File: src/rtl/tmr_pkg.sv
package tmr_pkg;
  localparam logic [7:0] OFS_INFO  = 8'h04;
  localparam logic [7:0] OFS_CTRL  = 8'h10;
  localparam logic [7:0] OFS_COUNT = 8'h14;
  localparam logic [7:0] OFS_WRAP  = 8'h18;
  localparam logic [7:0] OFS_STAT  = 8'h1C;
  localparam logic [7:0] OFS_CHCTL = 8'h20;
  localparam logic [7:0] OFS_CHVAL = 8'h24;

  localparam logic [1:0] CLK_MODE_RUN  = 2'b01;
  localparam logic [3:0] CH_MODE_SWCMP = 4'h4;

  typedef struct packed {
    logic [1:0] cmode;
    logic [2:0] presc;
  } ctrl_t;

  typedef struct packed {
    logic       ie;
    logic [3:0] mode;
  } chcfg_t;
endpackage

File: src/rtl/tmr_prescaler.sv
module tmr_prescaler #(
  parameter int PRE_W = 3
) (
  input  logic             clk,
  input  logic             rst_n,
  input  logic             en,
  input  logic             restart,
  input  logic [PRE_W-1:0] sel,
  output logic             tick
);
  localparam int DIV_W = (1 << PRE_W) - 1;

  logic [DIV_W-1:0] div_q, div_d, mask;

  always_comb begin
    mask  = ~({DIV_W{1'b1}} << sel);
    tick  = en && ((div_q & mask) == mask);
    div_d = (!en || restart) ? '0 : div_q + 1'b1;
  end

  always_ff @(posedge clk or negedge rst_n) begin
    if (!rst_n) div_q <= '0;
    else        div_q <= div_d;
  end

  p_idle_r3: assert property (@(posedge clk) disable iff (!rst_n)
    !en |-> !tick);
  p_every_r4: assert property (@(posedge clk) disable iff (!rst_n)
    (en && sel == '0) |-> tick);
endmodule

File: src/rtl/tmr_counter.sv
module tmr_counter #(
  parameter int CNT_W = 32
) (
  input  logic             clk,
  input  logic             rst_n,
  input  logic             tick,
  input  logic             clr,
  input  logic [CNT_W-1:0] wrap,
  output logic [CNT_W-1:0] cnt,
  output logic [CNT_W-1:0] nxt_val,
  output logic             adv,
  output logic             wrap_evt
);
  logic [CNT_W-1:0] cnt_q, cnt_d;
  logic             at_wrap;

  always_comb begin
    at_wrap  = (cnt_q == wrap);
    nxt_val  = at_wrap ? '0 : cnt_q + 1'b1;
    adv      = tick && !clr;
    wrap_evt = adv && at_wrap;
    if (clr)      cnt_d = '0;
    else if (adv) cnt_d = nxt_val;
    else          cnt_d = cnt_q;
  end

  always_ff @(posedge clk or negedge rst_n) begin
    if (!rst_n) cnt_q <= '0;
    else        cnt_q <= cnt_d;
  end

  assign cnt = cnt_q;

  p_hold_r3: assert property (@(posedge clk) disable iff (!rst_n)
    (!tick && !clr) |=> $stable(cnt_q));
  p_wrap_r5: assert property (@(posedge clk) disable iff (!rst_n)
    (tick && !clr && cnt_q == wrap) |=> (cnt_q == '0));
  p_clear_r4: assert property (@(posedge clk) disable iff (!rst_n)
    clr |=> (cnt_q == '0));
endmodule

File: src/rtl/tmr_channel.sv
module tmr_channel
  import tmr_pkg::*;
#(
  parameter int CNT_W = 32
) (
  input  logic             clk,
  input  logic             rst_n,
  input  logic             cfg_we,
  input  chcfg_t           cfg_in,
  input  logic             val_we,
  input  logic [CNT_W-1:0] val_in,
  input  logic             clr_req,
  input  logic             adv,
  input  logic [CNT_W-1:0] nxt_val,
  output chcfg_t           cfg,
  output logic [CNT_W-1:0] val,
  output logic             flag,
  output logic             irq
);
  chcfg_t           cfg_q, cfg_d;
  logic [CNT_W-1:0] val_q, val_d;
  logic             flag_q, flag_d, set_evt;

  always_comb begin
    set_evt = adv && (cfg_q.mode == CH_MODE_SWCMP) && (nxt_val == val_q);
    cfg_d   = cfg_we ? cfg_in : cfg_q;
    val_d   = val_we ? val_in : val_q;
    if (set_evt)      flag_d = 1'b1;
    else if (clr_req) flag_d = 1'b0;
    else              flag_d = flag_q;
  end

  always_ff @(posedge clk or negedge rst_n) begin
    if (!rst_n) begin
      cfg_q  <= '0;
      val_q  <= '0;
      flag_q <= 1'b0;
    end else begin
      cfg_q  <= cfg_d;
      val_q  <= val_d;
      flag_q <= flag_d;
    end
  end

  assign cfg  = cfg_q;
  assign val  = val_q;
  assign flag = flag_q;
  assign irq  = flag_q & cfg_q.ie;

  p_set_r7: assert property (@(posedge clk) disable iff (!rst_n)
    set_evt |=> flag_q);
  p_clear_r8: assert property (@(posedge clk) disable iff (!rst_n)
    (clr_req && !set_evt) |=> !flag_q);
  p_keep_r10: assert property (@(posedge clk) disable iff (!rst_n)
    (flag_q && !clr_req) |=> flag_q);
  p_win_r11: assert property (@(posedge clk) disable iff (!rst_n)
    (set_evt && clr_req) |=> flag_q);
endmodule

File: src/rtl/cmp_timer.sv
module cmp_timer
  import tmr_pkg::*;
#(
  parameter int CNT_W = 32
) (
  input  logic        clk,
  input  logic        rst_n,
  input  logic [7:0]  bus_addr,
  input  logic        bus_we,
  input  logic [31:0] bus_wdata,
  input  logic        bus_re,
  output logic [31:0] bus_rdata,
  output logic        irq
);
  localparam int PRE_W = 3;
  localparam logic [7:0] WIDTH_CODE = 8'(CNT_W);

  logic [1:0] rst_sync_q;
  logic       rst_ni;

  always_ff @(posedge clk or negedge rst_n) begin
    if (!rst_n) rst_sync_q <= 2'b00;
    else        rst_sync_q <= {rst_sync_q[0], 1'b1};
  end
  assign rst_ni = rst_sync_q[1];

  ctrl_t            ctrl_q, ctrl_d;
  logic             ovf_q, ovf_d;
  logic [CNT_W-1:0] wrap_q, wrap_d;
  logic [31:0]      rdata_q, rdata_d;

  logic we_ctrl, we_count, we_wrap, we_stat, we_chctl, we_chval;
  logic run, tick, adv, wrap_evt, ch_flag, ch_clr;
  logic [CNT_W-1:0] cnt, nxt_val, ch_val;
  chcfg_t           ch_cfg, ch_cfg_in;

  always_comb begin
    we_ctrl  = bus_we && (bus_addr == OFS_CTRL);
    we_count = bus_we && (bus_addr == OFS_COUNT);
    we_wrap  = bus_we && (bus_addr == OFS_WRAP);
    we_stat  = bus_we && (bus_addr == OFS_STAT);
    we_chctl = bus_we && (bus_addr == OFS_CHCTL);
    we_chval = bus_we && (bus_addr == OFS_CHVAL);
    run      = (ctrl_q.cmode == CLK_MODE_RUN);
    ch_clr   = (we_chctl && bus_wdata[7]) || (we_stat && bus_wdata[0]);
    ch_cfg_in.ie   = bus_wdata[6];
    ch_cfg_in.mode = bus_wdata[5:2];
  end

  tmr_prescaler #(.PRE_W(PRE_W)) u_pre (
    .clk     (clk),
    .rst_n   (rst_ni),
    .en      (run),
    .restart (we_count),
    .sel     (ctrl_q.presc),
    .tick    (tick)
  );

  tmr_counter #(.CNT_W(CNT_W)) u_cnt (
    .clk      (clk),
    .rst_n    (rst_ni),
    .tick     (tick),
    .clr      (we_count),
    .wrap     (wrap_q),
    .cnt      (cnt),
    .nxt_val  (nxt_val),
    .adv      (adv),
    .wrap_evt (wrap_evt)
  );

  tmr_channel #(.CNT_W(CNT_W)) u_ch0 (
    .clk     (clk),
    .rst_n   (rst_ni),
    .cfg_we  (we_chctl),
    .cfg_in  (ch_cfg_in),
    .val_we  (we_chval),
    .val_in  (CNT_W'(bus_wdata)),
    .clr_req (ch_clr),
    .adv     (adv),
    .nxt_val (nxt_val),
    .cfg     (ch_cfg),
    .val     (ch_val),
    .flag    (ch_flag),
    .irq     (irq)
  );

  always_comb begin
    ctrl_d = we_ctrl ? ctrl_t'(bus_wdata[4:0]) : ctrl_q;
    wrap_d = we_wrap ? CNT_W'(bus_wdata) : wrap_q;
    if (wrap_evt)                     ovf_d = 1'b1;
    else if (we_ctrl && bus_wdata[7]) ovf_d = 1'b0;
    else                              ovf_d = ovf_q;
    rdata_d = rdata_q;
    if (bus_re) begin
      case (bus_addr)
        OFS_INFO:  rdata_d = {8'h00, WIDTH_CODE, 16'h0000};
        OFS_CTRL:  rdata_d = {24'h0, ovf_q, 2'b00, ctrl_q};
        OFS_COUNT: rdata_d = 32'(cnt);
        OFS_WRAP:  rdata_d = 32'(wrap_q);
        OFS_STAT:  rdata_d = {31'h0, ch_flag};
        OFS_CHCTL: rdata_d = {24'h0, ch_flag, ch_cfg, 2'b00};
        OFS_CHVAL: rdata_d = 32'(ch_val);
        default:   rdata_d = 32'h0;
      endcase
    end
  end

  always_ff @(posedge clk or negedge rst_ni) begin
    if (!rst_ni) begin
      ctrl_q  <= '0;
      ovf_q   <= 1'b0;
      wrap_q  <= '1;
      rdata_q <= '0;
    end else begin
      ctrl_q  <= ctrl_d;
      ovf_q   <= ovf_d;
      wrap_q  <= wrap_d;
      rdata_q <= rdata_d;
    end
  end

  assign bus_rdata = rdata_q;

  p_info_r1: assert property (@(posedge clk) disable iff (!rst_ni)
    (bus_re && bus_addr == OFS_INFO) |=> (bus_rdata == {8'h00, WIDTH_CODE, 16'h0000}));
  p_ovf_set_r5: assert property (@(posedge clk) disable iff (!rst_ni)
    wrap_evt |=> ovf_q);
  p_ovf_keep_r6: assert property (@(posedge clk) disable iff (!rst_ni)
    (ovf_q && !(we_ctrl && bus_wdata[7])) |=> ovf_q);
  p_ovf_clr_r6: assert property (@(posedge clk) disable iff (!rst_ni)
    (we_ctrl && bus_wdata[7] && !wrap_evt) |=> !ovf_q);
  p_irq_gate_r9: assert property (@(posedge clk) disable iff (!rst_ni)
    !ch_cfg.ie |-> !irq);

  generate
    if (CNT_W < 32) begin : g_narrow
      p_zext_r12: assert property (@(posedge clk) disable iff (!rst_ni)
        (bus_re && (bus_addr == OFS_WRAP || bus_addr == OFS_COUNT))
          |=> (bus_rdata[31:CNT_W] == '0));
    end
  endgenerate
endmodule

File: config.mk
export PLATFORM = sky130hd
export DESIGN_NAME = cmp_timer
export DESIGN_NICKNAME = d
export VERILOG_FILES = /design/src/rtl/tmr_pkg.sv /design/src/rtl/tmr_prescaler.sv /design/src/rtl/tmr_counter.sv /design/src/rtl/tmr_channel.sv /design/src/rtl/cmp_timer.sv
export SDC_FILE = /design/constraint.sdc
export NUM_CORES = 1
export LEC_CHECK = 0
export BUFFER_PORTS_ARGS = -buffer_cell sky130_fd_sc_hd__buf_2
export CAP_MARGIN = 25
export CORE_AREA = 2 2 183 185
export CTS_CLUSTER_DIAMETER = 100
export DETAILED_ROUTE_END_ITERATION = 7
export DIE_AREA = 0 0 185 187
export RECOVER_POWER = 100
export SYNTH_ARGS = -nofsm -noshare
export SYNTH_HDL_FRONTEND = slang
export SYNTH_HIERARCHICAL = 1
export SYNTH_SLANG_ARGS = --single-unit
export TNS_END_PERCENT = 5
File: constraint.sdc
create_clock -name clk -period 8.5 [get_ports clk]
set_clock_uncertainty 0.05 [all_clocks]
set_input_delay 1.7 -clock clk [delete_from_list [all_inputs] [get_ports clk]]
set_output_delay 1.7 -clock clk [all_outputs]
set_load 0.005 [all_outputs]
# Yosys cells after proc, flatten, opt, wreduce, memory -nomap -nowiden
# Cells that the tools add are included.
word_totals:
  input_bits: 44
  ff_bits: 149
op_classes:
  add_sub_neg: 2
  bitwise_logic: 3
  n_mux: 9
  n_eq_ne: 12
  reduce_logical: 21
  n_shift: 1
ops:
  columns: ["op", "n"]
  rows:
  - ["one-hot mux 32 bit (7 select lines)", 1]
  - ["two-way mux 32 bit", 3]
  - ["== test 32 bit", 2]
  - ["adder 32 x 1 -> 32 bit, second input constant", 1]
  - ["== test 8 x 5 -> 1 bit, second input constant", 4]
  - ["== test 8 x 6 -> 1 bit, second input constant", 2]
  - ["logical AND 1 bit", 14]
  - ["== test 8 x 3 -> 1 bit, second input constant", 1]
  - ["adder 7 x 1 -> 7 bit, second input constant", 1]
  - ["bitwise AND 7 bit", 1]
  - ["== test 7 bit", 1]
  - ["two-way mux 7 bit", 1]
  - ["NOT 7 bit", 1]
  - ["<< shifter 7 x 3 -> 7 bit, first input constant", 1]
  - ["nonzero test 2 bit", 3]
  - ["== test 4 x 3 -> 1 bit, second input constant", 1]
  - ["two-way mux 1 bit", 4]
  - ["== test 2 x 1 -> 1 bit, second input constant", 1]
  - ["logical NOT 1 bit", 2]
  - ["logical OR 1 bit", 2]
  - ["bitwise AND 1 bit", 1]

# Longest topological paths before layout
depth:
  ltp_word: 9
  depth_mapped: 12
  ltp_nobuf: 10

# Cells and area by module
# Netlist, hierarchy kept.
modules_own_cells:
  columns: ["module", "cells_each", "area_each_um2", "seq_area_each_um2", "instances"]
  rows:
  - ["cmp_timer", 312, 3657.3, 1841.8, 1]
  - ["tmr_counter", 420, 3168.0, 800.8, 1]
  - ["tmr_channel", 129, 1803.0, 950.9, 1]
  - ["tmr_prescaler", 39, 349.1, 175.2, 1]

# Least setup slack after synthesis
# Ideal clock, no wire load.
synth_timing:
  kind: "input-to-reg"
  from: "input bus_addr[2]"
  to: "register u_ch0.flag_q (netlist: u_ch0/flag)"
  path_slack_ns: 4.459
  t_required_ns: 8.355
  t_arrival_ns: 3.896
  setup_ns: 0.095
  cell_stages: 12
  path_buffers: 5
  cell_sequence: "buf_2 > or4b_1 > clkbuf_1 > clkbuf_1 > nor2_1 > clkbuf_1 > clkbuf_1 > nor2b_1 > nand3b_4 > a2111oi_4 > nand4_1 > o32ai_2"
synth_via:
  elab_chain_cells: 7
  word_cells_on_any_way: 15
  classes_between: "3 x eq/ne; 1 x mux; 11 x reduce/logical"
synth_lines:
  columns: ["item", "line", "source"]
  rows:
  - ["from (decl)", "cmp_timer.sv:8", "input logic [7:0] bus_addr,"]
  - ["== test 8 x 5 -> 1 bit *", "cmp_timer.sv:39", "we_count = bus_we && (bus_addr == OFS_COUNT);"]
  - ["logical AND 1 bit *", "cmp_timer.sv:39", null]
  - ["net we_count", "cmp_timer.sv:32", "logic we_ctrl, we_count, we_wrap, we_stat, we_chctl, we_chval;"]
  - ["logical NOT 1 bit *", "tmr_counter.sv:20", "adv = tick && !clr;"]
  - ["logical AND 1 bit *", "tmr_counter.sv:20", null]
  - ["net adv", "cmp_timer.sv:33", "logic run, tick, adv, wrap_evt, ch_flag, ch_clr;"]
  - ["logical AND 1 bit * (2 in a row)", "tmr_channel.sv:25", "set_evt = adv && (cfg_q.mode == CH_MODE_SWCMP) && (nxt_val == val_q);"]
  - ["two-way mux 1 bit / nonzero test 2 bit (equally long branches)", null, null]
  - ["to (signal assigned)", "tmr_channel.sv:41", "flag_q <= flag_d;"]
  - ["to (decl)", "tmr_channel.sv:22", "logic flag_q, flag_d, set_evt;"]
# Mark *: on every way through the listed nets, which the timed path passes. The rest lies on a longest branch.
# A chain may end at the register's enable or synchronous reset.

# Final worst setup path
layout_timing:
  from: "input bus_addr[5]"
  to: "register u_ch0.val_q[7] (netlist: u_ch0/val[7])"
layout_via:
  elab_chain_cells: 2
layout_lines:
  columns: ["item", "line", "source"]
  rows:
  - ["== test 8 x 6 -> 1 bit", "cmp_timer.sv:43", "we_chval = bus_we && (bus_addr == OFS_CHVAL);"]
  - ["logical AND 1 bit", "cmp_timer.sv:43", null]
  - ["net we_chval", "cmp_timer.sv:32", null]
  - ["to (signal assigned)", "tmr_channel.sv:40", "val_q <= val_d;"]
  - ["to (decl)", "tmr_channel.sv:21", "logic [CNT_W-1:0] val_q, val_d;"]
# The timed path passes the listed nets, and every way through them passes these cells.

==> results.py <==
metrics = {
    "final_layout": {
        "layout.nets": 975,
        "drive_above_1_share": 0.1785,
        "n_antenna_cell": 0,
        "final_cells": 1389,
        "area_growth_pct": 12.07,
        "nFillCells": 3494,
    },
    "synth": {
        "synth_cell_types": 72,
        "syn-num-nets": 946,
        "synth_area_sq_um": 8977,
        "async_reset_ff_frac": 1.000,
        "synth_edf_count": 0,
        "yosysWarnings": 6,
        "ys_seq_area_frac": 0.4198,
        "syn_inst": 900,
        "synth-main-ff-cell": "dfrtp_1",
        "avgSynthCellArea_sq_um": 9.975,
        "ys_seq_elements": 149,
    },
    "critical_path": {
        "worstSetupPathType": "input port to flip-flop",
        "startpoint_type": "input port",
        "cpPeakStageDelay_ps": 1170,
        "crit_chain": "clkbuf_1 -> nor4b_1 -> clkbuf_1 -> and3_1 -> and2_0 -> clkbuf_1 -> mux2_2",
        "worstPathArrival_ps": 6130,
        "path_delay_family": "buffers and inverters",
        "worstReg2RegStart": "rst_sync_q[1]",
        "path_max_fanout": 30,
        "cp_num_buf_inv": 3,
        "cp-startpoint": "bus_addr[5]",
        "required_ps": 8750,
        "cp_slowest_cell": "clkbuf_1",
        "end_kind": "flip-flop",
        "crit_top_cell": "clkbuf_1",
    },
    "cts": {
        "clkSlewWorstSetupHoldPaths_ps": 60,
        "cts_resized": 0,
        "htreeDepth": 4,
        "root_buffer": "clkbuf_16",
        "post_cts_buffers": 0,
        "cts_hold_buf": 0,
        "cts_tree": "built",
        "cts_buffers": 17,
        "insertion_delay_ps": 420,
        "clkSinkCount": 149,
        "clk_path_buf_depth": 2,
    },
    "global_route": {
        "use_met1": 0.2089,
        "overflow": 0,
        "grt_usage": 0.1548,
        "met2_usage": 0.2458,
        "grtUsageMet3": 0.03349,
        "grt_pass1_vias": 7023,
        "grt_max_degree": 75,
        "top_usage_layer": "met2",
        "grt_pass1_wl_mm": 41.64,
        "antenna_found_initial": 4,
    },
    "sta": {
        "worst_slew_pin_slew_ps": 3779,
        "fin_crit_ps": 5882,
        "clock.fmax_ghz": 0.1700,
        "drv_slew": 134,
        "fin_hold_ws_ps": 66.44,
        "finalHoldViolations": 0,
        "setup_viol_count_final": 0,
        "period_share": 0.6920,
        "rsz0062_at_grt": "no",
        "max_slew_margin": -1.519,
        "fin_tns_setup_ps": 0,
    },
    "power": {
        "combPwrFrac": 0.159,
        "seqPwrFrac": 0.429,
        "p_leak_nw": 4.354,
        "p_per_area_nw_per_um2": 188.4,
        "p_sw_frac": 0.2762,
        "peakVddDrop_mv": 0.1370,
        "clkPwrFrac": 0.413,
        "power.switching_w": 0.0005235,
        "finalPower_w": 0.001895,
        "intPower_w": 0.001372,
    },
    "drt": {
        "drc": 0,
        "drtPass1Iterations": 5,
        "vias": 7127,
        "drt-total-wl_mm": 26.50,
        "vias_per_cell": 5.131,
        "ant_nets": 0,
        "routedWlPerCell_um": 19.08,
        "drtIter0Drc": 695,
    },
    "die": {
        "fp-row-count": 67,
        "io-pin-count": 77,
        "die_w_um": 185,
        "coreArea_sq_um": 32860,
        "die_area_sq_um": 34600,
        "die_h_um": 187,
        "initial_core_util": 0.2732,
    },
    "min_path": {
        "hold_path.class": "flip-flop to asynchronous set/reset pin",
    },
    "placement": {
        "numPortBuffers": 76,
        "place_inst": 1356,
        "gp_congestion": 0.8478,
        "dp_hpwl_mm": 18.10,
    },
    "run_status": {
        "status": "finished, violations left",
        "violations": "max-capacitance violations, max-slew violations",
    },
    "flow_run": {
        "maxCapViolations": 4,
    },
}
==> flip-flops by register name, summed over array words and instances (netlist names) <==
| name | count |
|---|---|
| bus_rdata | 32 |
| u_ch0/val | 32 |
| u_cnt/cnt | 32 |
| wrap_q | 32 |
| u_pre/div_q | 7 |
| ctrl_q | 5 |
| u_ch0/cfg | 5 |
| rst_sync_q | 2 |
| ovf_q | 1 |
| u_ch0/flag | 1 |
==> routing by layer <==
layer  share of wire  vias to the layer above
met5          0.0017                        -
met4           0.019                        8
met2            0.47                      257
met1            0.44                     3528
met3           0.064                       37
li1                -                     3297
==> synthesized netlist by cell type (3+ instances only) <==
library cell / instances / area share
dfrtp_1: 117 / 0.33
nor2_1: 115 / 0.048
xor2_1: 73 / 0.071
nand2_1: 58 / 0.024
clkbuf_1: 41 / 0.017
dfstp_2: 32 / 0.094
mux2_2: 31 / 0.039
mux2_4: 30 / 0.050
a21oi_1: 29 / 0.016
buf_2: 25 / 0.014
xnor2_1: 24 / 0.023
a22oi_1: 23 / 0.019
a2bb2oi_1: 23 / 0.022
o21ai_0: 20 / 0.011
and3_1: 18 / 0.013
nor4_1: 18 / 0.013
nand4_1: 15 / 0.010
o2111ai_1: 15 / 0.015
mux2_1: 13 / 0.016
nand3_1: 13 / 0.0072
o22ai_1: 13 / 0.0091
nor2b_1: 12 / 0.0084
nor3_1: 12 / 0.0067
o311ai_0: 10 / 0.0098
a221oi_1: 8 / 0.0078
or2_2: 8 / 0.0056
a211oi_1: 7 / 0.0059
a22o_1: 6 / 0.0059
buf_6: 6 / 0.0075
a32o_1: 5 / 0.0056
buf_4: 5 / 0.0042
inv_1: 5 / 0.0021
nor4b_1: 5 / 0.0049
o221ai_1: 5 / 0.0049
and2_1: 4 / 0.0028
nand2b_1: 4 / 0.0028
nand3b_1: 4 / 0.0033
a31oi_1: 3 / 0.0021
or4b_1: 3 / 0.0033
==> per-stage QoR <==
stage                 util  instance area [sq um]  worst slack (ps)
detailed placement  0.2938                   9654              4041
global placement    0.2932                   9634              4059
floorplan                -                   8977              4047
global route        0.3062                  10060              2333
CTS                 0.3120                  10250              4483
finish              0.3062                  10060              2618
==> layout by cell type, fill, tap and decap left out, drive strengths merged, types with 14 or more instances in the layout <==
master,n
clkbuf,61
xor2,73
dfstp,32
nand2,59
xnor2,24
a21oi,29
a2bb2oi,23
o2111ai,15
nor2,115
o21ai,20
dfrtp,117
mux2,74
a22oi,23
nand4,16
nor4,19
buf,57
and3,19
nand3,14
==> final timing paths <==
check                                      to  slack (ps)  depth (start not counted)
worst max-delay path             u_ch0/val[7]        2620                          7
worst min-delay path             bus_rdata[4]          70                          0
worst max register to register     wrap_q[25]        4110                          3
worst min register to register   bus_rdata[4]          70                          0
max in group asynchronous          wrap_q[25]        4110                          3
min in group clk                rst_sync_q[1]         300                          0
==> layout make-up <==
class	count	area [sq um]	share of cell area
multi-input combinational	662	4653	0.4625
sequential	149	3769	0.3746
tap	448	560.5	0.05571
clock buffer	27	503.0	0.04999
timing repair buffer	91	450.4	0.04477
clock inverter	4	95.09	0.009452
inverter	8	30.03	0.002985
==> cells by family after synthesis <==
| kind of cell | after synthesis | share of synthesized area |
|---|---|---|
| flops | 149 | 0.4198 |
| other cells | 1 | 0.0004177 |
| fa+ha+maj | 2 | 0.002787 |
| mux | 75 | 0.1079 |
| buf+inv | 89 | 0.04808 |
| simple gates | 308 | 0.1774 |
| xor+xnor | 97 | 0.09463 |
| compound gates | 179 | 0.1490 |
==> worst reg2reg max path, stage by stage, from the launching register on <==
cell and delay [ps]:
dfrtp_1 510, clkbuf_1 2690, clkbuf_1 840, buf_16 360
==> power groups by stage <==
stage               registers, W  clock network (W)  logic [W]
finish                  0.000812           0.000782   0.000301
global route            0.000819           0.000830   0.000332
CTS                     0.000819           0.000798   0.000302
detailed placement      0.000830                  0   0.000301
global placement        0.000829                  0   0.000295
floorplan               0.000806                  0   0.000223
No activity file was read; power rests on OpenSTA's default activity.
